## config.mk

```make
export PLATFORM = sky130hd
export DESIGN_NAME = xslot_exec
export DESIGN_NICKNAME = d
export VERILOG_FILES = /design/src/rtl/xslot_pkg.sv /design/src/rtl/xslot_decode.sv /design/src/rtl/xslot_ptrs.sv /design/src/rtl/xslot_ctrl.sv /design/src/rtl/xslot_exec.sv
export SDC_FILE = /design/constraint.sdc
export NUM_CORES = 1
export LEC_CHECK = 0
export ABC_CLOCK_PERIOD_IN_PS = 10050
export BUFFER_PORTS_ARGS = -buffer_cell sky130_fd_sc_hd__buf_2
export CAP_MARGIN = 5
export CORE_AREA = 2 2 136 138
export CTS_CLUSTER_DIAMETER = 60
export DETAILED_ROUTE_END_ITERATION = 7
export DIE_AREA = 0 0 138 140
export PLACE_DENSITY = 0.95
export RECOVER_POWER = 25
export SYNTH_ARGS = -nofsm -noshare
export SYNTH_HDL_FRONTEND = slang
export SYNTH_SLANG_ARGS = --single-unit
```

## constraint.sdc

```tcl
create_clock -name clk -period 10.05 [get_ports clk]
set_input_delay 1.5075 -clock clk [delete_from_list [all_inputs] [get_ports clk]]
set_output_delay 1.5075 -clock clk [all_outputs]
set_load 0.1 [all_outputs]
```

## src/rtl/xslot_pkg.sv

```systemverilog
package xslot_pkg;

    localparam int XS_DW = 16;
    localparam int XS_PN = 4;

    typedef enum logic [2:0] {
        OPK_NONE,
        OPK_STEP,
        OPK_MOVE,
        OPK_STORE,
        OPK_LOAD
    } opk_e;

    typedef enum logic [1:0] {
        STP_DEC,
        STP_INC,
        STP_IDX
    } step_e;

    // Field widths follow the fixed low-byte encoding.
    typedef struct packed {
        opk_e       kind;
        step_e      step;
        logic [1:0] ptr;
        logic [1:0] src;
        logic [2:0] dst;
    } xop_t;

    typedef enum logic [2:0] {
        XS_IDLE,
        XS_EXEC,
        XS_MEM,
        XS_WB,
        XS_DONE
    } xs_state_e;

endpackage

```

## src/rtl/xslot_decode.sv

```systemverilog
module xslot_decode
    import xslot_pkg::*;
(
    input  logic [7:0] ext_byte,
    output xop_t       op
);

    always_comb begin
        op.kind = OPK_NONE;
        op.step = ext_byte[2] ? STP_IDX : STP_INC;
        op.ptr  = ext_byte[1:0];
        op.src  = ext_byte[4:3];
        op.dst  = ext_byte[5:3];
        if (ext_byte[7]) begin
            op.kind = OPK_NONE;
        end else if (ext_byte[6]) begin
            op.kind = OPK_LOAD;
        end else if (ext_byte[5]) begin
            op.kind = OPK_STORE;
        end else if (ext_byte[4]) begin
            op.kind = OPK_MOVE;
            op.src  = ext_byte[1:0];
            op.dst  = {1'b0, ext_byte[3:2]};
        end else begin
            unique case (ext_byte[3:2])
                2'b00: op.kind = OPK_NONE;
                2'b01: begin op.kind = OPK_STEP; op.step = STP_DEC; end
                2'b10: begin op.kind = OPK_STEP; op.step = STP_INC; end
                default: begin op.kind = OPK_STEP; op.step = STP_IDX; end
            endcase
        end
    end

endmodule

```

## src/rtl/xslot_ptrs.sv

```systemverilog
module xslot_ptrs
    import xslot_pkg::*;
#(
    parameter int DW = XS_DW,
    parameter int PN = XS_PN,
    localparam int PW = $clog2(PN)
) (
    input  logic            clk,
    input  logic            rst_n,
    input  logic            upd_en,
    input  logic [PW-1:0]   upd_sel,
    input  step_e           upd_step,
    input  logic            ld_en,
    input  logic [PW:0]     ld_sel,
    input  logic [DW-1:0]   ld_data,
    output logic [DW-1:0]   sel_ar,
    output logic [PN*DW-1:0] ar_flat,
    output logic [PN*DW-1:0] ix_flat
);

    logic [DW-1:0] ar_q [PN];
    logic [DW-1:0] ix_q [PN];

    for (genvar g = 0; g < PN; g++) begin : g_slot
        logic [DW-1:0] nxt;

        always_comb begin
            unique case (upd_step)
                STP_DEC: nxt = ar_q[g] - DW'(1);
                STP_INC: nxt = ar_q[g] + DW'(1);
                STP_IDX: nxt = ar_q[g] + ix_q[g];
                default: nxt = ar_q[g];
            endcase
        end

        always_ff @(posedge clk or negedge rst_n) begin
            if (!rst_n) begin
                ar_q[g] <= '0;
            end else if (ld_en && ld_sel == {1'b0, PW'(g)}) begin
                ar_q[g] <= ld_data;
            end else if (upd_en && upd_sel == PW'(g)) begin
                ar_q[g] <= nxt;
            end
        end

        always_ff @(posedge clk or negedge rst_n) begin
            if (!rst_n) begin
                ix_q[g] <= '0;
            end else if (ld_en && ld_sel == {1'b1, PW'(g)}) begin
                ix_q[g] <= ld_data;
            end
        end

        assign ar_flat[g*DW +: DW] = ar_q[g];
        assign ix_flat[g*DW +: DW] = ix_q[g];
    end

    assign sel_ar = ar_q[upd_sel];

endmodule

```

## src/rtl/xslot_ctrl.sv

```systemverilog
module xslot_ctrl
    import xslot_pkg::*;
#(
    parameter int DW = XS_DW
) (
    input  logic          clk,
    input  logic          rst_n,
    input  logic          ext_en,
    input  logic [7:0]    ext_byte,
    input  logic [DW-1:0] sel_ar,
    input  logic [DW-1:0] rf_rd_data,
    input  logic          dm_ack,
    input  logic [DW-1:0] dm_rdata,
    output logic          done,
    output logic          idle,
    output logic          upd_en,
    output logic [1:0]    upd_sel,
    output step_e         upd_step,
    output logic [1:0]    rf_rd_sel,
    output logic          rf_wr_en,
    output logic [2:0]    rf_wr_sel,
    output logic [DW-1:0] rf_wr_data,
    output logic          dm_req,
    output logic          dm_we,
    output logic [DW-1:0] dm_addr,
    output logic [DW-1:0] dm_wdata
);

    xs_state_e     state, nxt_state;
    xop_t          dec_op, op_q;
    logic [DW-1:0] hold_q;

    xslot_decode dec_i (
        .ext_byte (ext_byte),
        .op       (dec_op)
    );

    always_ff @(posedge clk or negedge rst_n) begin
        if (!rst_n) state <= XS_IDLE;
        else        state <= nxt_state;
    end

    always_comb begin
        nxt_state = state;
        unique case (state)
            XS_IDLE: if (ext_en) nxt_state = XS_EXEC;
            XS_EXEC: begin
                unique case (op_q.kind)
                    OPK_MOVE:            nxt_state = XS_WB;
                    OPK_STORE, OPK_LOAD: nxt_state = XS_MEM;
                    default:             nxt_state = XS_DONE;
                endcase
            end
            XS_MEM: if (dm_ack) nxt_state = (op_q.kind == OPK_LOAD) ? XS_WB : XS_DONE;
            XS_WB:   nxt_state = XS_DONE;
            XS_DONE: nxt_state = XS_IDLE;
            default: nxt_state = XS_IDLE;
        endcase
    end

    always_ff @(posedge clk or negedge rst_n) begin
        if (!rst_n) begin
            op_q   <= '0;
            hold_q <= '0;
        end else begin
            if (state == XS_IDLE && ext_en) op_q <= dec_op;
            if (state == XS_EXEC) hold_q <= rf_rd_data;
            else if (state == XS_MEM && dm_ack && op_q.kind == OPK_LOAD) hold_q <= dm_rdata;
        end
    end

    always_comb begin
        done       = (state == XS_DONE);
        idle       = (state == XS_IDLE);
        dm_req     = (state == XS_MEM);
        dm_we      = (op_q.kind == OPK_STORE);
        dm_addr    = sel_ar;
        dm_wdata   = hold_q;
        rf_rd_sel  = op_q.src;
        rf_wr_en   = (state == XS_WB);
        rf_wr_sel  = op_q.dst;
        rf_wr_data = hold_q;
        upd_sel    = op_q.ptr;
        upd_step   = op_q.step;
        upd_en     = (state == XS_EXEC && op_q.kind == OPK_STEP)
                   || (state == XS_MEM && dm_ack);
    end

endmodule

```

## src/rtl/xslot_exec.sv

```systemverilog
module xslot_exec
    import xslot_pkg::*;
#(
    parameter int DW = XS_DW,
    parameter int PN = XS_PN,
    localparam int PW = $clog2(PN)
) (
    input  logic             clk,
    input  logic             rst_n,
    input  logic             ext_en,
    input  logic [7:0]       ext_byte,
    output logic             done,
    input  logic             ptr_ld_en,
    input  logic [PW:0]      ptr_ld_sel,
    input  logic [DW-1:0]    ptr_ld_data,
    output logic [PN*DW-1:0] ar_out,
    output logic [PN*DW-1:0] ix_out,
    output logic [1:0]       rf_rd_sel,
    input  logic [DW-1:0]    rf_rd_data,
    output logic             rf_wr_en,
    output logic [2:0]       rf_wr_sel,
    output logic [DW-1:0]    rf_wr_data,
    output logic             dm_req,
    output logic             dm_we,
    output logic [DW-1:0]    dm_addr,
    output logic [DW-1:0]    dm_wdata,
    input  logic             dm_ack,
    input  logic [DW-1:0]    dm_rdata
);

    logic          idle;
    logic          upd_en;
    logic [1:0]    upd_sel;
    step_e         upd_step;
    logic [DW-1:0] sel_ar;

    xslot_ctrl #(.DW(DW)) ctrl_i (
        .clk        (clk),
        .rst_n      (rst_n),
        .ext_en     (ext_en),
        .ext_byte   (ext_byte),
        .sel_ar     (sel_ar),
        .rf_rd_data (rf_rd_data),
        .dm_ack     (dm_ack),
        .dm_rdata   (dm_rdata),
        .done       (done),
        .idle       (idle),
        .upd_en     (upd_en),
        .upd_sel    (upd_sel),
        .upd_step   (upd_step),
        .rf_rd_sel  (rf_rd_sel),
        .rf_wr_en   (rf_wr_en),
        .rf_wr_sel  (rf_wr_sel),
        .rf_wr_data (rf_wr_data),
        .dm_req     (dm_req),
        .dm_we      (dm_we),
        .dm_addr    (dm_addr),
        .dm_wdata   (dm_wdata)
    );

    xslot_ptrs #(.DW(DW), .PN(PN)) ptrs_i (
        .clk      (clk),
        .rst_n    (rst_n),
        .upd_en   (upd_en),
        .upd_sel  (PW'(upd_sel)),
        .upd_step (upd_step),
        .ld_en    (ptr_ld_en && idle),
        .ld_sel   (ptr_ld_sel),
        .ld_data  (ptr_ld_data),
        .sel_ar   (sel_ar),
        .ar_flat  (ar_out),
        .ix_flat  (ix_out)
    );

endmodule

```

== After elaboration in Yosys (flattened, before gate mapping) ==
Cells that the tools add are included.
Operators by class
  equal/unequal tests: 24
  bitwise gates (word level): 1
  mux-type cells: 37
  order comparisons: 1
  add/subtract/negate cells: 12
  reduce and logical (&&, ||, !) cells: 38
Operator list (number)
  two-way mux 16 bit: 12
  case mux 16 bit (3 select lines): 4
  adder 16 x 1 -> 16 bit (second input constant): 4
  adder 16 bit: 4
  subtractor 16 x 1 -> 16 bit (second input constant): 4
  binary-select mux 16 bit (select 2 bit): 1
  two-way mux 5 bit: 4
  == test 3 x 2 -> 1 bit (second input constant): 6
  == test 3 bit (second input constant): 6
  logical AND 1 bit: 17
  nonzero test 4 bit: 4
  two-way mux 3 bit: 5
  two-way mux 2 bit: 7
  case mux 3 bit (4 select lines): 1
  AND reduction 2 bit: 5
  nonzero test 2 bit: 5
  == test 3 x 1 -> 1 bit (second input constant): 3
  == test 2 bit (second input constant): 4
  == test 2 x 1 -> 1 bit (second input constant): 3
  zero test 2 bit: 3
  zero test 3 bit: 2
  case mux 2 bit (3 select lines): 1
  case mux 3 bit (2 select lines): 1
  greater-or-equal comparator 3 bit (second input constant): 1
  other kinds (6): 6
Word-level totals
  input bits: 64
  word-level logic and storage cells: 128
  flip-flop bits (word level): 159
  output and inout port bits: 185

== Depth between registers and ports, before layout ==
Gate-level depths: netlist of the first run.
  word-level depth: 6
  mapped depth: 16
  gate-level depth less buffers: 13

== Hierarchy ==
A second synthesis of the first run with hierarchy kept.
Unflattened totals
  cell total of the unflattened synthesis: 1207
  area total of the unflattened synthesis: 11188.2 µm²
Modules (own cells, without submodules)
  xslot_ptrs: seq. area each 3203.1 µm², instances 1, cells each 1001, area each 9222.6 µm²
  xslot_ctrl: seq. area each 775.7 µm², instances 1, cells each 188, area each 1818.0 µm²
  xslot_decode: seq. area each 0.0 µm², instances 1, cells each 17, area each 141.4 µm²
  xslot_exec: seq. area each 0.0 µm², instances 1, cells each 1, area each 6.3 µm²

== Worst setup path after synthesis of the first run ==
OpenSTA, ideal clock, no wires.
  kind: flip-flop to output port
  start: reg ctrl_i.op_q (netlist bit ctrl_i.upd_sel[0])
  end: out dm_addr[10]
  cell stages (with the launch flop): 4
  data arrival time: 1983 ps
  data required time: 8543 ps
  buffers on the path: 2
  setup slack: 6560 ps
  cell sequence: dfrtp_1 -> buf_1 -> buf_2 -> mux4_2
Between the ends
  word-level cells in the longest chain between the ends: 4
Ends and longest elaborated chain
  start, declared: RTL line xslot_ctrl.sv:30  | xop_t dec_op, op_q;
  start signal, assigned: RTL line xslot_ctrl.sv:66  | if (state == XS_IDLE && ext_en) op_q <= dec_op;
  inverter 2 -> 3 bit (not written as such): RTL line xslot_ptrs.sv:58  | assign sel_ar = ar_q[upd_sel];
  binary-select mux 16 bit (select 2 bit): RTL line xslot_ptrs.sv:58
  two-way mux 16 bit (not written as such) (2 in a row): RTL line xslot_ptrs.sv:58
  end, declared: RTL line xslot_exec.sv:25  | output logic [DW-1:0] dm_addr,
No other way between the ends. The select of a mux whose other input is x is not followed.

==> results.json, run 1 <==
{
  "max_freq_mhz": 186,
  "max-slew-margin-rel": -1.83,
  "layout_common_cells": "buf_2 (243), dfrtp_1 (159), nand2_1 (87), a21o_1 (71), o21ai_0 (71)",
  "finalClockSkew_ns": 0.0107,
  "crit_type": "input port to async pin",
  "drtIter0Drc": 1342,
  "io_buffers": 248,
  "num_vias": 9837,
  "maxSlewViolCount": 111,
  "cpMaxStageDelayCell": "clkbuf_1",
  "design_area_sq_um": 12200,
  "ys_ff_latch": 159,
  "ant_nets": 0,
  "io_pins": 249,
  "hold_viol": 0,
  "die_y_um": 140,
  "place_congestion": 0.963,
  "gr-total-overflow": 0,
  "cts-buffers-inserted": 17,
  "cp_top_family": "buffers and inverters",
  "crit_arrival_ns": 5.78,
  "nets": 1369,
  "clkTransAtPathRegs_ns": 0.06,
  "synth_flop_cell": "dfrtp_1",
  "cp.required_ns": 10.44,
  "die_x_um": 138,
  "worstSetupStartpointType": "input port",
  "cp_slowest_stage_delay_ns": 2.92,
  "worstSetupEndpointType": "async pin",
  "root_buffer": "clkbuf_16",
  "cts_resized": 0,
  "core_area_sq_um": 17800,
  "grt.total_usage": 0.334,
  "cts_tree": "done",
  "wire_per_inst_um": 22.1,
  "crit_chain": "clkbuf_1, buf_4",
  "cts_sinks": 159,
  "netlist_area_sq_um": 10400,
  "cts_setup_buffers": 0,
  "first_pass_iters": 7,
  "final_common_cell": "buf_2",
  "syn_to_final_growth_pct": 17.6,
  "antenna_cells": 0,
  "tightest_slew_ns": 4.24,
  "path_buf_inv": 2,
  "drive_gt1_frac": 0.294,
  "grt_max_degree": 84,
  "syn-num-nets": 1166,
  "rows": 49,
  "fill_cells": 1306,
  "cts_htree_levels": 4,
  "syn_area_per_cell_sq_um": 10.1,
  "synth_edf_count": 0,
  "grt_first_pass_wirelength_mm": 51.1,
  "initial_core_util": 0.585,
  "multi_input_area_sq_um": 6020,
  "ys_seq_area_frac": 0.382,
  "route.detailed.drc": 0,
  "final.setup.tns_ns": 0,
  "holdBufCountCts": 0,
  "period_share": 0.536,
  "placed_cell_area_sq_um": 11600,
  "grt_antenna_before_repair": 0,
  "clk_latency_ns": 0.44,
  "synth_cell_types": 66,
  "worstPathMaxFanout": 83,
  "synth_warnings": 0,
  "clockBufferDepth": 2,
  "regArea_sq_um": 3980,
  "wl_mm": 32.7,
  "rsz0062_at_grt": "false",
  "syn_inst": 1034,
  "setup_viol": 0,
  "grt_pass1_vias": 9538,
  "die-area_sq_um": 19300,
  "drv_cap": 2,
  "viasPerCell": 6.65,
  "violations": "max-capacitance violations, max-slew violations",
  "async_reset_ff_frac": 1.00,
  "hold_path.class": "register to register",
  "status": "finished with violations",
  "hpwlAfterDp_mm": 23.4,
  "period_needed_ns": 5.39
}
[metal layers]
metal / share of wire / routed length [um] / GRT usage / vias to the layer above
met1: 0.37 / 12100 / 0.429 / 4705
met4: 0.049 / 1620 / 0.162 / 0
met3: 0.12 / 3910 / 0.0824 / 155
li1: - / - / - / 4248
met5: 0 / 0 / 0 / -
met2: 0.46 / 15100 / 0.534 / 729
[through the flow]
| stage | hold WS (ns) | worst slack [ns] | utilization | instances |
|---|---|---|---|---|
| final | 0.491 | 4.66 | 0.688 | 1479 |
| after global routing | 0.523 | 3.83 | 0.688 | 1479 |
| after CTS | 0.488 | 5.96 | 0.690 | 1479 |
| after detailed placement | 0.475 | 6.00 | 0.655 | 1447 |
| after global placement | 0.460 | 6.16 | 0.655 | 1447 |
| after floorplan | 0.451 | 6.56 | - | 1034 |
[final timing paths]
kind                       slack (ns)                start                  end  cells past startpoint
max                              4.66                rst_n   ptrs_i.ar_flat[48]                      2
max in group clk                 5.84   ctrl_i.upd_step[0]   ptrs_i.ar_flat[63]                     14
min reg2reg                      0.49  ctrl_i.rf_rd_sel[0]  ctrl_i.rf_rd_sel[0]                      2
max reg2reg                      5.84   ctrl_i.upd_step[0]   ptrs_i.ar_flat[63]                     14
min                              0.49  ctrl_i.rf_rd_sel[0]  ctrl_i.rf_rd_sel[0]                      2
min in group asynchronous        2.56                rst_n  ctrl_i.rf_wr_sel[1]                      1
[layout make-up]
cell class | count | area share
inverters | 17 | 0.00522
repair buffers | 253 | 0.104
multi-input cells | 789 | 0.492
well taps | 229 | 0.0234
flip-flops and latches | 159 | 0.325
clock buffers | 20 | 0.0373
clock inverters | 12 | 0.0131
[synthesized netlist by cell type, types with 23 or more instances]
cell | count | share of area
dfrtp_1 | 159 | 0.38
nand2_1 | 87 | 0.031
a21o_1 | 71 | 0.051
o21ai_0 | 71 | 0.034
ha_1 | 64 | 0.077
mux2_2 | 59 | 0.064
nor2_1 | 51 | 0.018
a21oi_1 | 49 | 0.024
a22oi_1 | 43 | 0.031
clkbuf_1 | 32 | 0.012
xor2_1 | 25 | 0.021
mux2i_1 | 23 | 0.022
[state kept, by name, summed over array words and instances (netlist names)]
register / flops
ctrl_i.dm_wdata: 16
ctrl_i.op_q: 3
ctrl_i.rf_rd_sel: 2
ctrl_i.rf_wr_sel: 3
ctrl_i.state: 3
ctrl_i.upd_sel: 2
ctrl_i.upd_step: 2
ptrs_i.ar_flat: 64
ptrs_i.ix_flat: 64
[cell families after synthesis]
logic type                 synth area share
xor gates and xnor gates             0.0345
AOI/OAI and AO/OA                     0.220
and+or+nand+nor                       0.107
DFF                                   0.382
muxes                                 0.131
buffers and inverters                0.0398
adders and majority gates            0.0847
Power of run 1 is left out: the tool's default activity adds up to more than one toggle a clock period on the data nets, which glitch-free logic cannot reach.
==> inputs of run 2 (changes only) <==
- ABC_CLOCK_PERIOD_IN_PS: 10050 -> 5600
- CORE_AREA: 2 2 136 138 -> 2 2 141 143
- DIE_AREA: 0 0 138 140 -> 0 0 143 145
- PLACE_DENSITY: 0.95 -> 0.9
- clock period: 10.05 -> 5.6 ns (I/O delays scaled with it)
==> results.json, run 2 (same netlist as run 1, synthesis figures left out) <==
{
  "status": "finished with violations",
  "violations": "max-capacitance violations, max-slew violations",
  "tightest_slew_ns": 2.71,
  "final.setup.tns_ns": 0,
  "cp_top_family": "compound AO/OA/AOI/OAI gates",
  "setup_slack_ns": 1.86,
  "hold_slack_ns": 0.477,
  "rsz0062_at_grt": "false",
  "route.detailed.drc": 0,
  "cts_setup_buffers": 0,
  "period_needed_ns": 3.74,
  "gr-total-overflow": 0,
  "die_y_um": 145,
  "rows": 51,
  "cts_resized": 0,
  "max_freq_mhz": 268,
  "design_area_sq_um": 12300,
  "clkTransAtPathRegs_ns": 0.07,
  "placed_cell_area_sq_um": 11700,
  "period_share": 0.667,
  "first_pass_iters": 5,
  "die-area_sq_um": 20700,
  "grt_antenna_before_repair": 0,
  "finalClockSkew_ns": 0.0124,
  "path_buf_inv": 3,
  "cts_htree_levels": 4,
  "hpwlAfterDp_mm": 23.1,
  "setup_viol": 0,
  "nets": 1371,
  "max-slew-margin-rel": -0.805,
  "wire_per_inst_um": 20.4,
  "hold_viol": 0,
  "fill_cells": 1545,
  "cts_tree": "done",
  "grt_max_degree": 108,
  "grt.total_usage": 0.298,
  "crit_type": "register to register",
  "reg2regPathDepth": 13,
  "cp_slowest_stage_delay_ns": 0.84,
  "clk_latency_ns": 0.44,
  "core_area_sq_um": 19200,
  "cp.depth": 13,
  "drv_cap": 1,
  "final_common_cell": "buf_2",
  "layout_common_cells": "buf_2 (247), dfrtp_1 (159), nand2_1 (87), a21o_1 (71), o21ai_0 (71)",
  "hold_path.class": "register to register",
  "clockBufferDepth": 2,
  "cp.required_ns": 5.98,
  "reg2reg_from": "ctrl_i.upd_step[1]",
  "place_congestion": 0.942,
  "num_vias": 9408,
  "grt_first_pass_wirelength_mm": 48.3,
  "cts-buffers-inserted": 17,
  "worstPathMaxFanout": 42,
  "drtIter0Drc": 761,
  "wl_mm": 31.0,
  "die_x_um": 143,
  "r2r_end": "ptrs_i.ar_flat[63]",
  "crit_arrival_ns": 4.11,
  "ant_nets": 0,
  "syn_to_final_growth_pct": 18.1,
  "startpoint": "ctrl_i.upd_step[1]",
  "antenna_cells": 0,
  "initial_core_util": 0.542,
  "worstSetupStartpointType": "register",
  "regToRegSetupSlack_ns": 1.86,
  "cpMaxStageDelayCell": "nor2_4",
  "grt_pass1_vias": 8876,
  "io_buffers": 248,
  "critPathCapture": "ptrs_i.ar_flat[63]",
  "io_pins": 249,
  "viasPerCell": 6.20,
  "drive_gt1_frac": 0.298,
  "dp_worst_setup_slack_ns": 1.94,
  "maxSlewViolCount": 108,
  "crit_chain": "inv_1, ha_1, nor2_4, buf_4, a21o_1, ha_1, inv_1, o221ai_1, a221oi_1, o21ai_1, o31a_1, nor4_1, a211o_1",
  "cts_sinks": 159,
  "worstSetupEndpointType": "register",
  "holdBufCountCts": 0,
  "root_buffer": "clkbuf_16"
}
## run 2: cell types whose count changed in the layout (fill, tap and decap cells not counted), moves of 2 or more
| cell | delta |
|---|---|
| clkbuf_1 | -5 |
| buf_2 | +4 |
| clkbuf_8 | -2 |
| inv_6 | +7 |
| clkinv_2 | -2 |
| clkinv_4 | -2 |
## run 2: worst min-delay path by stage
stage | slack [ns] | end | startpoint | depth (start not counted)
after floorplan | 0.45 | ctrl_i.rf_rd_sel[0] | ctrl_i.rf_rd_sel[0] | 2
after global placement | 0.46 | ctrl_i.rf_rd_sel[0] | ctrl_i.rf_rd_sel[0] | 2
after detailed placement | 0.47 | ctrl_i.rf_wr_sel[0] | ctrl_i.rf_wr_sel[0] | 2
after CTS | 0.48 | ctrl_i.rf_wr_sel[0] | ctrl_i.rf_wr_sel[0] | 2
after global routing | 0.52 | ctrl_i.rf_wr_sel[0] | ctrl_i.rf_wr_sel[0] | 2
final | 0.48 | ctrl_i.rf_wr_sel[0] | ctrl_i.rf_wr_sel[0] | 2
## run 2: worst reg2reg max path, stage by stage, from the launching register on
cell	delay (ns)
dfrtp_1	0.40
inv_1	0.08
ha_1	0.25
nor2_4	0.84
buf_4	0.41
a21o_1	0.12
ha_1	0.26
inv_1	0.11
o221ai_1	0.17
a221oi_1	0.29
o21ai_1	0.16
o31a_1	0.28
nor4_1	0.17
a211o_1	0.14
## run 2: area by class of cell
class | count | area (sq um) | share of cell area
Multi-Input combinational cell | 789 | 6010 | 0.489
Sequential cell | 159 | 3980 | 0.324
Timing Repair Buffer | 255 | 1290 | 0.105
Clock buffer | 17 | 425 | 0.0346
Tap cell | 265 | 332 | 0.0270
Clock inverter | 15 | 194 | 0.0158
Inverter | 17 | 63.8 | 0.00519
## run 2: layer usage
layer / track usage / up-vias / share of wire / wire (um)
met3: 0.0508 / 61 / 0.088 / 2730
met4: 0.125 / 0 / 0.034 / 1040
met5: 0 / - / 0 / 0
li1: - / 4270 / - / -
met1: 0.401 / 4582 / 0.40 / 12400
met2: 0.476 / 495 / 0.48 / 14700
## run 2: through the flow
step | util | std cells
after detailed placement | 0.609 | 1484
after floorplan | - | 1034
after global routing | 0.640 | 1517
final | 0.640 | 1517
after CTS | 0.641 | 1516
after global placement | 0.609 | 1484
Power of run 2 is left out for the same reason.
